`src/rtl/pic_cmd_pkg.sv`:
```
package pic_cmd_pkg;

    localparam int DW = 8;
    localparam int LW = 3;

    typedef enum logic [1:0] {
        INIT_IDLE  = 2'd0,
        INIT_BASE  = 2'd1,
        INIT_CASC  = 2'd2,
        INIT_EXTRA = 2'd3
    } init_st_t;

    typedef enum logic [1:0] {
        WK_NONE  = 2'd0,
        WK_START = 2'd1,
        WK_RDCTL = 2'd2,
        WK_PRIO  = 2'd3
    } wkind_t;

    typedef struct packed {
        logic          eoi;
        logic          spec;
        logic          rot;
        logic          setprio;
        logic          raeoi_wr;
        logic [LW-1:0] line;
    } prio_cmd_t;

    function automatic wkind_t classify(input logic a, input logic [DW-1:0] d);
        if (a)         return WK_NONE;
        else if (d[4]) return WK_START;
        else if (d[3]) return WK_RDCTL;
        else           return WK_PRIO;
    endfunction

    function automatic prio_cmd_t decode_prio(input logic [DW-1:0] d);
        prio_cmd_t c;
        c = '0;
        c.line = d[LW-1:0];
        case (d[7:5])
            3'b001: c.eoi = 1'b1;
            3'b011: begin c.eoi = 1'b1; c.spec = 1'b1; end
            3'b101: begin c.eoi = 1'b1; c.rot = 1'b1; end
            3'b111: begin c.eoi = 1'b1; c.spec = 1'b1; c.rot = 1'b1; end
            3'b110: c.setprio = 1'b1;
            3'b000, 3'b100: c.raeoi_wr = 1'b1;
            default: ;
        endcase
        return c;
    endfunction

endpackage

```
`src/rtl/pic_init_seq.sv`:
```
module pic_init_seq
    import pic_cmd_pkg::*;
(
    input  logic          clk,
    input  logic          rst,
    input  logic          start,
    input  logic          odd_wr,
    input  logic [DW-1:0] wdata,
    output logic          idle,
    output logic          init_clr,
    output logic [DW-1:0] vec_base,
    output logic          sfnm_mode,
    output logic          auto_eoi_mode
);
    localparam logic [DW-1:0] BASE_MASK = ~((DW)'(1 << LW) - (DW)'(1));

    init_st_t st;
    logic     want_extra;

    assign idle = (st == INIT_IDLE);

    always_ff @(posedge clk) begin
        if (rst) begin
            st            <= INIT_IDLE;
            want_extra    <= 1'b0;
            init_clr      <= 1'b0;
            vec_base      <= '0;
            sfnm_mode     <= 1'b0;
            auto_eoi_mode <= 1'b0;
        end else begin
            init_clr <= start;
            if (start) begin
                st            <= INIT_BASE;
                want_extra    <= wdata[0];
                vec_base      <= '0;
                sfnm_mode     <= 1'b0;
                auto_eoi_mode <= 1'b0;
            end else if (odd_wr) begin
                case (st)
                    INIT_BASE: begin
                        vec_base <= wdata & BASE_MASK;
                        st       <= INIT_CASC;
                    end
                    INIT_CASC:  st <= want_extra ? INIT_EXTRA : INIT_IDLE;
                    INIT_EXTRA: begin
                        sfnm_mode     <= wdata[4];
                        auto_eoi_mode <= wdata[1];
                        st            <= INIT_IDLE;
                    end
                    default: ;
                endcase
            end
        end
    end
endmodule

```
`src/rtl/pic_op_decode.sv`:
```
module pic_op_decode
    import pic_cmd_pkg::*;
(
    input  logic          clk,
    input  logic          rst,
    input  wkind_t        kind,
    input  logic          wr_en,
    input  logic          mask_wr,
    input  logic          poll_done,
    input  logic [DW-1:0] wdata,
    output logic [DW-1:0] mask_reg,
    output logic          rd_svc_sel,
    output logic          poll_mode,
    output logic          spec_mask_mode,
    output logic          rot_aeoi_mode,
    output logic          eoi_stb,
    output logic          eoi_specific,
    output logic          eoi_rotate,
    output logic          prio_stb,
    output logic [LW-1:0] cmd_line
);
    prio_cmd_t pc;
    logic      is_start, is_rdctl, is_prio;

    always_comb begin
        pc       = decode_prio(wdata);
        is_start = wr_en && (kind == WK_START);
        is_rdctl = wr_en && (kind == WK_RDCTL);
        is_prio  = wr_en && (kind == WK_PRIO);
    end

    always_ff @(posedge clk) begin
        if (rst) begin
            mask_reg       <= '0;
            rd_svc_sel     <= 1'b0;
            poll_mode      <= 1'b0;
            spec_mask_mode <= 1'b0;
            rot_aeoi_mode  <= 1'b0;
            eoi_stb        <= 1'b0;
            eoi_specific   <= 1'b0;
            eoi_rotate     <= 1'b0;
            prio_stb       <= 1'b0;
            cmd_line       <= '0;
        end else begin
            eoi_stb  <= is_prio && pc.eoi;
            prio_stb <= is_prio && pc.setprio;
            if (is_prio) begin
                eoi_specific <= pc.spec;
                eoi_rotate   <= pc.rot;
                cmd_line     <= pc.line;
            end
            if (poll_done) poll_mode <= 1'b0;
            if (is_start) begin
                mask_reg       <= '0;
                rd_svc_sel     <= 1'b0;
                poll_mode      <= 1'b0;
                spec_mask_mode <= 1'b0;
                rot_aeoi_mode  <= 1'b0;
            end else begin
                if (mask_wr) mask_reg <= wdata;
                if (is_rdctl) begin
                    if (wdata[1]) rd_svc_sel     <= wdata[0];
                    if (wdata[6]) spec_mask_mode <= wdata[5];
                    if (wdata[2]) poll_mode      <= 1'b1;
                end
                if (is_prio && pc.raeoi_wr) rot_aeoi_mode <= wdata[7];
            end
        end
    end
endmodule

```
`src/rtl/pic_read_port.sv`:
```
module pic_read_port
    import pic_cmd_pkg::*;
(
    input  logic          clk,
    input  logic          rst,
    input  logic          rd_en,
    input  logic          addr,
    input  logic          poll_mode,
    input  logic          rd_svc_sel,
    input  logic [DW-1:0] mask_reg,
    input  logic [DW-1:0] req_vec,
    input  logic [DW-1:0] svc_vec,
    input  logic          win_valid,
    input  logic [LW-1:0] win_line,
    output logic          poll_done,
    output logic [DW-1:0] rdata,
    output logic          poll_ack,
    output logic [LW-1:0] poll_line
);
    localparam int PADW = DW - LW - 1;

    assign poll_done = rd_en && !addr && poll_mode;

    always_ff @(posedge clk) begin
        if (rst) begin
            rdata     <= '0;
            poll_ack  <= 1'b0;
            poll_line <= '0;
        end else begin
            poll_ack <= 1'b0;
            if (rd_en) begin
                if (addr) begin
                    rdata <= mask_reg;
                end else if (poll_mode) begin
                    if (win_valid) begin
                        rdata     <= {1'b1, {PADW{1'b0}}, win_line};
                        poll_ack  <= 1'b1;
                        poll_line <= win_line;
                    end else begin
                        rdata <= '0;
                    end
                end else begin
                    rdata <= rd_svc_sel ? svc_vec : req_vec;
                end
            end
        end
    end
endmodule

```
`src/rtl/pic_cmd_port.sv`:
```
module pic_cmd_port
    import pic_cmd_pkg::*;
(
    input  logic          clk,
    input  logic          rst,
    input  logic          addr,
    input  logic          wr_en,
    input  logic          rd_en,
    input  logic [7:0]    wdata,
    input  logic [7:0]    req_vec,
    input  logic [7:0]    svc_vec,
    input  logic          win_valid,
    input  logic [2:0]    win_line,
    output logic [7:0]    rdata,
    output logic [7:0]    vec_base,
    output logic          sfnm_mode,
    output logic          auto_eoi_mode,
    output logic          rot_aeoi_mode,
    output logic          spec_mask_mode,
    output logic [7:0]    mask_reg,
    output logic          rd_svc_sel,
    output logic          poll_mode,
    output logic          init_clr,
    output logic          eoi_stb,
    output logic          eoi_specific,
    output logic          eoi_rotate,
    output logic          prio_stb,
    output logic [2:0]    cmd_line,
    output logic          poll_ack,
    output logic [2:0]    poll_line
);
    wkind_t kind;
    logic   start, odd_wr, init_idle, mask_wr, poll_done;

    assign kind    = classify(addr, wdata);
    assign start   = wr_en && (kind == WK_START);
    assign odd_wr  = wr_en && addr;
    assign mask_wr = odd_wr && init_idle;

    pic_init_seq u_init (
        .clk(clk), .rst(rst), .start(start), .odd_wr(odd_wr), .wdata(wdata),
        .idle(init_idle), .init_clr(init_clr), .vec_base(vec_base),
        .sfnm_mode(sfnm_mode), .auto_eoi_mode(auto_eoi_mode)
    );

    pic_op_decode u_op (
        .clk(clk), .rst(rst), .kind(kind), .wr_en(wr_en), .mask_wr(mask_wr),
        .poll_done(poll_done), .wdata(wdata), .mask_reg(mask_reg),
        .rd_svc_sel(rd_svc_sel), .poll_mode(poll_mode),
        .spec_mask_mode(spec_mask_mode), .rot_aeoi_mode(rot_aeoi_mode),
        .eoi_stb(eoi_stb), .eoi_specific(eoi_specific), .eoi_rotate(eoi_rotate),
        .prio_stb(prio_stb), .cmd_line(cmd_line)
    );

    pic_read_port u_rd (
        .clk(clk), .rst(rst), .rd_en(rd_en), .addr(addr), .poll_mode(poll_mode),
        .rd_svc_sel(rd_svc_sel), .mask_reg(mask_reg), .req_vec(req_vec),
        .svc_vec(svc_vec), .win_valid(win_valid), .win_line(win_line),
        .poll_done(poll_done), .rdata(rdata), .poll_ack(poll_ack),
        .poll_line(poll_line)
    );
endmodule

```
`config.mk`:
```
export PLATFORM = sky130hd
export DESIGN_NAME = pic_cmd_port
export DESIGN_NICKNAME = d
export VERILOG_FILES = /design/src/rtl/pic_cmd_pkg.sv /design/src/rtl/pic_init_seq.sv /design/src/rtl/pic_op_decode.sv /design/src/rtl/pic_read_port.sv /design/src/rtl/pic_cmd_port.sv
export SDC_FILE = /design/constraint.sdc
export NUM_CORES = 1
export LEC_CHECK = 0
export BUFFER_PORTS_ARGS = -buffer_cell sky130_fd_sc_hd__buf_2
export CAP_MARGIN = 20
export CORE_ASPECT_RATIO = 2
export CORE_UTILIZATION = 50
export DETAILED_ROUTE_END_ITERATION = 12
export GPL_TIMING_DRIVEN = 1
export PLACE_DENSITY = 0.83
export SYNTH_ARGS = -nofsm -noshare
export SYNTH_HDL_FRONTEND = slang
export SYNTH_SLANG_ARGS = --single-unit
```
`constraint.sdc`:
```
create_clock -name clk -period 2.5 [get_ports clk]
set_input_delay 0 -clock clk [delete_from_list [all_inputs] [get_ports clk]]
set_output_delay 0 -clock clk [all_outputs]
set_load 0.02 [all_outputs]
```
Word-level counts from Yosys, hierarchy flattened
Cells that the tools add are included.
{"block": "word_totals", "regBits": 42, "latch_bits": 0, "mem_bits_rw": 0, "rom_bits": 0, "in_bits": 33, "out_inout_bits": 42, "mem_count": 0}
{"block": "op_classes", "add_sub_neg": 0, "n_mul": 0, "div": 0, "order_cmp": 0, "n_eq_ne": 12, "shift": 0, "muxes": 20, "bitwise": 3, "n_reduce_logical": 29}
{"op": "two-way mux 8 bit", "count": 4}
{"op": "equality test 3 bit (second input constant)", "count": 4}
{"op": "two-way mux 1 bit", "count": 12}
{"op": "AND reduction 2 bit", "count": 6}
{"op": "logical AND 1 bit", "count": 10}
{"op": "equality test 2 bit (second input constant)", "count": 4}
{"op": "OR reduction 2 bit", "count": 4}
{"op": "OR reduction 4 bit", "count": 2}
{"op": "two-way mux 2 bit", "count": 3}
{"op": "case mux 2 bit (3 select lines)", "count": 1}
{"op": "equality test 2 x 1 -> 1 bit (second input constant)", "count": 2}
{"op": "AND reduction 4 bit", "count": 1}
{"op": "nonzero test 4 bit", "count": 1}
{"op": "equality test 3 x 1 -> 1 bit (second input constant)", "count": 1}
{"op": "equality test 3 x 2 -> 1 bit (second input constant)", "count": 1}
{"op": "zero test 3 bit", "count": 1}
{"op": "inverter 1 bit", "count": 3}
{"op": "nonzero test 3 bit", "count": 1}
{"op": "zero test 2 bit", "count": 1}
{"op": "nonzero test 2 bit", "count": 1}
{"op": "zero test 1 bit", "count": 1}

Longest topological paths before layout
Gate-level depths: netlist of run 1.
{"block": "logic_depth", "ltp_word": 7, "ltp_mapped": 5, "depth_no_buf": 3}

Cells and area by module
From an unflattened synthesis of run 1, not the netlist that was laid out.
{"block": "hier_totals", "hier_cells": 215, "area_unflattened_um2": 1940.6}
{"module": "pic_op_decode", "n_inst": 1, "cells_per_inst": 75, "area_each_um2": 708.2}
{"module": "pic_read_port", "n_inst": 1, "cells_per_inst": 74, "area_each_um2": 649.4}
{"module": "pic_init_seq", "n_inst": 1, "cells_per_inst": 60, "area_each_um2": 544.3}
{"module": "pic_cmd_port", "n_inst": 1, "cells_per_inst": 6, "area_each_um2": 38.8}

Worst setup path before layout of run 1
No wires, ideal clock.
{"block": "synth_path", "path_type": "register to register", "startpoint": "register u_op.rd_svc_sel", "endpoint": "register u_rd.rdata[7]", "setup_time_ns": 0.086, "arrival_time_ns": 1.254, "slack_ns": 1.160, "path_stages_with_launch": 5, "path_buffers": 1, "synth_period_minus_slack_ns": 1.340, "path_cell_list": "dfxtp_1 -> buf_2 -> mux2i_1 -> o311a_1 -> a211oi_1"}
{"block": "synth_between", "elab_chain_cells": 3}
{"element": "from (decl)", "line": "pic_op_decode.sv:12", "rtl": "output logic rd_svc_sel,"}
{"element": "from (signal assigned)", "line": "pic_op_decode.sv:62", "rtl": "if (wdata[1]) rd_svc_sel <= wdata[0];"}
{"element": "two-way mux 8 bit", "line": "pic_read_port.sv:43", "rtl": "rdata <= rd_svc_sel ? svc_vec : req_vec;"}
{"element": "two-way mux 8 bit", "line": "pic_read_port.sv:34", "rtl": "end else if (poll_mode) begin"}
{"element": "two-way mux 8 bit", "line": "pic_read_port.sv:32", "rtl": "if (addr) begin"}
{"element": "to (signal assigned)", "line": "pic_read_port.sv:33", "rtl": "rdata <= mask_reg;"}
{"element": "to (signal assigned)", "line": "pic_read_port.sv:36", "rtl": "rdata <= {1'b1, {PADW{1'b0}}, win_line};"}
{"element": "to (signal assigned)", "line": "pic_read_port.sv:43"}
{"element": "to (decl)", "line": "pic_read_port.sv:16", "rtl": "output logic [DW-1:0] rdata,"}
Every way passes these cells.
A chain may end at the register's enable or synchronous reset.

Worst setup path after layout of run 1
Ends and elaborated chain as after synthesis.

==> flow_metrics.py, run 1 <==
metrics = {
    "status": {
        "result_of_the_run": "complete, no violations",
    },
    "yosys": {
        "yosys.area_share.adder": 0,
        "yosysUniqueCellTypes": 36,
        "syn_avg_cell_area_um2": 9.23,
        "main_combinational_cell_family_by_area_after_synthesis": "simple AND/OR/NAND/NOR gates",
        "synth_mux_area_frac": 0.134,
        "ys_seq_area_frac": 0.467,
        "synth-xor-area-share": 0,
        "post_synth_inst_count": 195,
        "yosys_warning_total": 0,
        "netlist_area_um2": 1800,
        "synth-seq-cells": 42,
        "synth_simple_gate_area_frac": 0.224,
        "compound_gate_portion_of_the_synthesized_area": 0.124,
    },
    "placement": {
        "hpwl_mm": 3.06,
        "io_buffer_count": 71,
        "place.gp.congestion": 0.842,
    },
    "detailed_routing": {
        "routed_wirelength_mm": 4.27,
        "final_antenna_net_count": 0,
        "wire_per_inst_um": 13.7,
        "detailedRoute.firstPassIterationCount": 4,
        "drt-vias-per-instance": 5.21,
        "remaining_drc_errors": 0,
        "drtIter0Drc": 49,
        "vias": 1631,
    },
    "final_layout": {
        "areaGrowthSynthToFinish_pct": 27.8,
        "layout.core_utilization": 0.673,
        "antenna_cells_inserted": 0,
        "final_layout_size_suffix_gt1_frac": 0.328,
        "layout.nets": 297,
    },
    "global_route": {
        "antenna_found_initial": 0,
        "grt_util_all_layers": 0.235,
        "grt_start_max_net_pins": 27,
        "first_global_vias": 1547,
        "globalRoute.totalOverflow": 0,
        "grt_pass1_wl_mm": 6.80,
    },
    "power": {
        "power_switching_share": 0.256,
        "power.share.clock": 0.336,
        "total_power_mw": 1.32,
        "part_of_the_total_power_dissipated_in_combinational_logic": 0.132,
        "leakagePower_nw": 1.06,
        "sw_power_mw": 0.338,
        "intPower_mw": 0.985,
        "p_seq_frac": 0.532,
        "worst_ir_drop_vdd_mv": 0.428,
        "power_per_cell_area_nw_per_um2": 575,
    },
    "floorplan": {
        "floorplan.core_area_um2": 3420,
        "initial_core_util": 0.527,
        "die-area_um2": 3860,
        "fp-row-count": 30,
        "io_pins": 75,
        "fp.dieW_um": 44.4,
        "fp.dieH_um": 86.8,
    },
    "hold_path": {
        "worst_hold_path.num_cells": 3,
        "hold_class": "primary input to register",
    },
    "timing": {
        "finalHoldViolCount": 0,
        "timing.final.setup_violations": 0,
        "post_route_skew_ps": 8.81,
        "timing.final.crit_share": 0.563,
        "relSlewSlack": 0.549,
        "tns_ps": 0,
        "worstMarginPinSlew_ps": 677,
        "slew_viol_final": 0,
        "final.min_clock_period_ps": 1410,
        "rsz0062_at_grt": "false",
        "highest_clock_rate_mhz": 710,
    },
    "setup_path": {
        "cells_on_worst_reg2reg_path": 3,
        "critical_path.slowest_cell": "dfxtp_1",
        "worst_setup_path_start_kind": "register",
        "timing_worst_setup_path_type": "register to register",
        "crit_chain": "mux2i_1 > o311a_1 > a211oi_1",
        "timing.critical_path.required_ps": 2710,
        "cp_endpoint_kind": "register",
        "critical_path_peak_fanout": 10,
        "critPathArrivalTime_ps": 1620,
        "max_stage_delay_ps": 660,
    },
    "clock_tree": {
        "post_cts_hold_buffer_count": 6,
        "clk_root_buffer_cell": "clkbuf_8",
        "cts.sinks": 42,
        "post-cts-setup-buffers": 0,
        "post_cts.resized_instances": 0,
        "clk_latency_ps": 290,
        "cts-buffers-inserted": 5,
        "tritoncts_clock_tree": "done",
        "number_of_h_tree_levels": 2,
        "clk_path_buf_depth": 2,
        "path_clk_slew_ps": 80,
    },
    "job": {
        "drv.max_cap_violation_count": 0,
    },
}
through the flow:
stage	worst slack (ps)	area, um2	hold slack (ps)	cells
global route	997	2300	8.06	313
CTS	1050	2300	1.48	313
global placement	1130	2150	265	299
finish	1090	2300	9.53	313
floorplan	1160	1810	72.2	197
detailed placement	1080	2150	267	299
critical path, delay by kind of cell (launching register included):
| family | cells | cell delay (ps) |
|---|---|---|
| AO/OA/AOI/OAI | 2 | 520 |
| flip-flops | 1 | 660 |
| multiplexers | 1 | 140 |
path summary, 6_finish.rpt:
| kind | start | endpoint | slack [ps] |
|---|---|---|---|
| hold reg to reg | u_op.eoi_specific$_SDFFE_PP0P_ | u_op.eoi_specific$_SDFFE_PP0P_ | 460 |
| setup reg to reg | u_op.rd_svc_sel$_SDFFE_PP0P_ | u_rd.rdata[7]$_SDFFE_PP0P_ | 1090 |
| hold / removal | wdata[7] | u_op.prio_stb$_SDFF_PP0_ | 10 |
| setup / recovery | u_op.rd_svc_sel$_SDFFE_PP0P_ | u_rd.rdata[7]$_SDFFE_PP0P_ | 1090 |
cell type report:
| type | instances | area, um2 |
|---|---|---|
| Timing Repair Buffer | 78 | 423 |
| Fill cell | 309 | 1120 |
| Multi-Input combinational cell | 137 | 885 |
| Clock buffer | 7 | 86.3 |
| Sequential cell | 42 | 841 |
| Clock inverter | 1 | 5.00 |
| Tap cell | 48 | 60.1 |
per-layer routing:
| layer | global-route usage | up-vias | wire length, um |
|---|---|---|---|
| met5 | 0 | - | 0 |
| met2 | 0.439 | 50 | 2390 |
| met1 | 0.239 | 756 | 1660 |
| li1 | - | 820 | - |
| met4 | 0.110 | 0 | 58 |
| met3 | 0.0396 | 5 | 164 |
cells in the mapped netlist (all sizes together):
cell,number,area share
dfxtp,42,0.47
nor2,26,0.054
mux2i,24,0.13
nand2,21,0.044
a21oi,11,0.031
buf,11,0.034
clkbuf,7,0.015
a31oi,5,0.017
nor3,5,0.014
o311a,5,0.028
nand3,3,0.0083
nand3b,3,0.013
nor2b,3,0.010
a211oi,2,0.0083
a21boi,2,0.0083
and3,2,0.0070
nand2b,2,0.0070
nand4b,2,0.0097
o21ai,2,0.0056
o21ba,2,0.011
or3,2,0.0070
a22oi,1,0.0042
and4b,1,0.0056
and4bb,1,0.0070
conb,1,0.0021
nand4,1,0.0035
nor3b,1,0.0042
nor4,1,0.0070
nor4b,1,0.0083
nor4bb,1,0.0056
o21a,1,0.0042
o31ai,1,0.0070
or2,1,0.0035
or4b,1,0.0056
power groups by stage:
| stage | clock, mW | sequential, mW | combinational (mW) |
|---|---|---|---|
| 6_report | 0.445 | 0.703 | 0.175 |
| 2_1_floorplan | 0 | 0.737 | 0.0870 |
| 3_5_place_dp | 0 | 0.718 | 0.167 |
| 4_1_cts | 0.453 | 0.703 | 0.175 |
| 5_1_grt | 0.477 | 0.705 | 0.191 |
| 3_3_place_gp | 0 | 0.718 | 0.165 |
layout by cell type (no fill, tap or decap), drive strengths merged, types with 2 or more instances in the layout:
cell type / synthesis / layout
conb: 1 / 3
nor2: 26 / 26
and3: 2 / 2
nand2: 21 / 21
nor2b: 3 / 3
a211oi: 2 / 2
o21ba: 2 / 2
o21ai: 2 / 2
dfxtp: 42 / 42
o311a: 5 / 5
clkbuf: 7 / 7
a21oi: 11 / 11
a21boi: 2 / 2
nand2b: 2 / 2
nand4b: 2 / 2
dlygate4sd3: 0 / 6
a31oi: 5 / 5
mux2i: 24 / 24
nor3: 5 / 5
or3: 2 / 2
nand3b: 3 / 3
buf: 11 / 72
nand3: 3 / 3
logic make-up (layout without fill, tap and decap cells):
group	Yosys count	after routing
AND/OR/NAND/NOR	78	78
flip-flops	42	42
AO/OA/AOI/OAI	32	32
multiplexers	24	24
other	1	3
buffers and inverters	18	86
Power figures use the tool's default switching activity.
==> run 2: changes to the inputs <==
- CORE_UTILIZATION: 50 -> 47
- PLACE_DENSITY: 0.83 -> 0.79
- clock period: 2.5 -> 1.4 ns (I/O delays scaled with it)
==> run 2 against run 1 <==
  * Non-clock buffer count increased by 9
  * Critical path depth increased by 1
  * Utilization decreased by 2.3 points
  * Cell count increased by 2.6%
  * Clock skew decreased by 2.6 ps
  * Critical path type unchanged
  * Maximum frequency increased by 15%
  * Combinational power increased by 90%
  * Worst setup slack got worse by 910 ps
  * Global-route usage increased by 0.14 points
  * Total power increased by 77%
  * Flip-flop and latch count unchanged
  * Worst hold slack improved by 0.69 ps
==> flow_metrics.py, run 2 (synthesized netlist as in run 1, its figures left out) <==
metrics = {
    "setup_path": {
        "timing_worst_setup_path_type": "register to register",
        "r2r-end": "u_op.mask_reg[7]$_SDFFE_PP0P_",
        "ff2ff_setup_slack_ps": 180,
        "cells_on_worst_reg2reg_path": 4,
        "crit_chain": "nor4bb_2 > buf_4 > mux2i_1 > nor2_1",
        "cp_endpoint_kind": "register",
        "timing.critical_path.from": "u_init.st[0]$_SDFFE_PP0P_",
        "setup.worst_path.end": "u_op.mask_reg[7]$_SDFFE_PP0P_",
        "timing.critical_path.required_ps": 1580,
        "critical_path_peak_fanout": 8,
        "max_stage_delay_ps": 350,
        "worst_setup_path_start_kind": "register",
        "r2r-start": "u_init.st[0]$_SDFFE_PP0P_",
        "critical_path.slowest_cell": "dfxtp_1",
        "critPathArrivalTime_ps": 1410,
    },
    "hold_path": {
        "hold_class": "primary input to register",
    },
    "final_layout": {
        "final_cell_area_um2": 2370,
        "num-fill-cells": 355,
        "areaGrowthSynthToFinish_pct": 31.7,
        "post_layout_nonfiller_instances": 321,
        "layout.core_utilization": 0.650,
        "layout.nets": 306,
        "antenna_cells_inserted": 0,
        "layout.cells.most_common_list": "71 x buf_2, 42 x dfxtp_1, 26 x nor2_1",
        "layout_commonest_cell": "buf_2",
        "final_layout_size_suffix_gt1_frac": 0.353,
    },
    "placement": {
        "placed_cell_areas_um2": 2240,
        "hpwl_mm": 3.38,
        "io_buffer_count": 71,
        "placement.setup.worst_slack_ps": 177,
        "place.gp.congestion": 0.864,
        "dpl.cell_count": 310,
    },
    "clock_tree": {
        "post_cts.resized_instances": 0,
        "path_clk_slew_ps": 70,
        "number_of_h_tree_levels": 2,
        "clk_root_buffer_cell": "clkbuf_8",
        "post-cts-setup-buffers": 0,
        "cts-buffers-inserted": 5,
        "tritoncts_clock_tree": "done",
        "clk_latency_ps": 290,
        "cts.sinks": 42,
        "clk_path_buf_depth": 2,
    },
    "floorplan": {
        "fp.dieW_um": 45.8,
        "die-area_um2": 4090,
        "floorplan.core_area_um2": 3650,
        "initial_core_util": 0.493,
        "fp-row-count": 31,
        "io_pins": 75,
        "fp.dieH_um": 89.5,
    },
    "timing": {
        "timing.final.crit_share": 0.873,
        "tns_ps": 0,
        "layout_setup_ws_ps": 178,
        "final.min_clock_period_ps": 1220,
        "highest_clock_rate_mhz": 818,
        "slew_viol_final": 0,
        "rsz0062_at_grt": "false",
        "timing.final.setup_violations": 0,
        "post_route_skew_ps": 6.20,
        "finalHoldViolCount": 0,
    },
    "global_route": {
        "globalRoute.totalOverflow": 0,
        "grt_util_all_layers": 0.237,
        "grt_start_max_net_pins": 18,
        "antenna_found_initial": 0,
        "grt_pass1_wl_mm": 7.01,
        "first_global_vias": 1533,
    },
    "job": {
        "drv.max_cap_violation_count": 0,
    },
    "detailed_routing": {
        "wire_per_inst_um": 14.3,
        "vias": 1729,
        "routed_wirelength_mm": 4.58,
        "detailedRoute.firstPassIterationCount": 5,
        "drt-vias-per-instance": 5.39,
        "final_antenna_net_count": 0,
        "drtIter0Drc": 32,
        "remaining_drc_errors": 0,
    },
    "status": {
        "result_of_the_run": "complete, no violations",
    },
    "power": {
        "power_per_cell_area_nw_per_um2": 987,
        "worst_ir_drop_vdd_mv": 0.909,
        "leakagePower_nw": 1.11,
    },
}
## run 2: timing repair
action	in CTS	in global routing
endpoints found under the setup margin	0	0
hold buffers	5	0
hold endpoints to repair	7	0
## run 2: routing by layer
layer  GRT usage  vias to the layer above  part of all wire
li1            -                      840                 -
met1       0.244                      824              0.36
met2       0.443                       55              0.58
met3      0.0384                       10             0.041
met4       0.104                        0             0.021
met5           0                        -                 0
## run 2: how the worst min path moves through the flow
stage,slack [ps],from,cells after the start,to
after floorplan,70,rst,1,u_op.prio_stb$_SDFF_PP0_
after global placement,270,win_line[0],3,u_rd.poll_line[0]$_SDFFE_PP0P_
after detailed placement,270,win_line[0],3,u_rd.poll_line[0]$_SDFFE_PP0P_
after CTS,7,wdata[7],3,u_op.prio_stb$_SDFF_PP0_
after global routing,30,wdata[1],3,u_op.cmd_line[1]$_SDFFE_PP0P_
final,10,wdata[1],3,u_op.cmd_line[1]$_SDFFE_PP0P_
## run 2: critical path, delay by kind of cell, from the launching register on
| kind | cells | cell delay, ps |
|---|---|---|
| mux | 1 | 210 |
| simple gates | 2 | 330 |
| flops | 1 | 350 |
| buf+inv | 1 | 230 |
## run 2: where the power goes
group          switching [mW]  internal (mW)
Sequential             0.0250           1.23
Clock                   0.371          0.380
Combinational           0.189          0.144
Total                   0.585           1.75
## run 2: final cells by class
class / count / area (um2) / area share
Tap cell: 49 / 61.3 / 0.0259
Sequential cell: 42 / 841 / 0.355
Timing Repair Buffer: 87 / 500 / 0.211
Multi-Input combinational cell: 137 / 885 / 0.373
Clock buffer: 6 / 82.6 / 0.0348
## run 2: through the flow
stage	total power, mW	hold slack [ps]
after detailed placement	1.60	266
after floorplan	1.47	72.2
after global placement	1.60	266
after global routing	2.45	33.3
final	2.34	10.2
after CTS	2.36	7.07
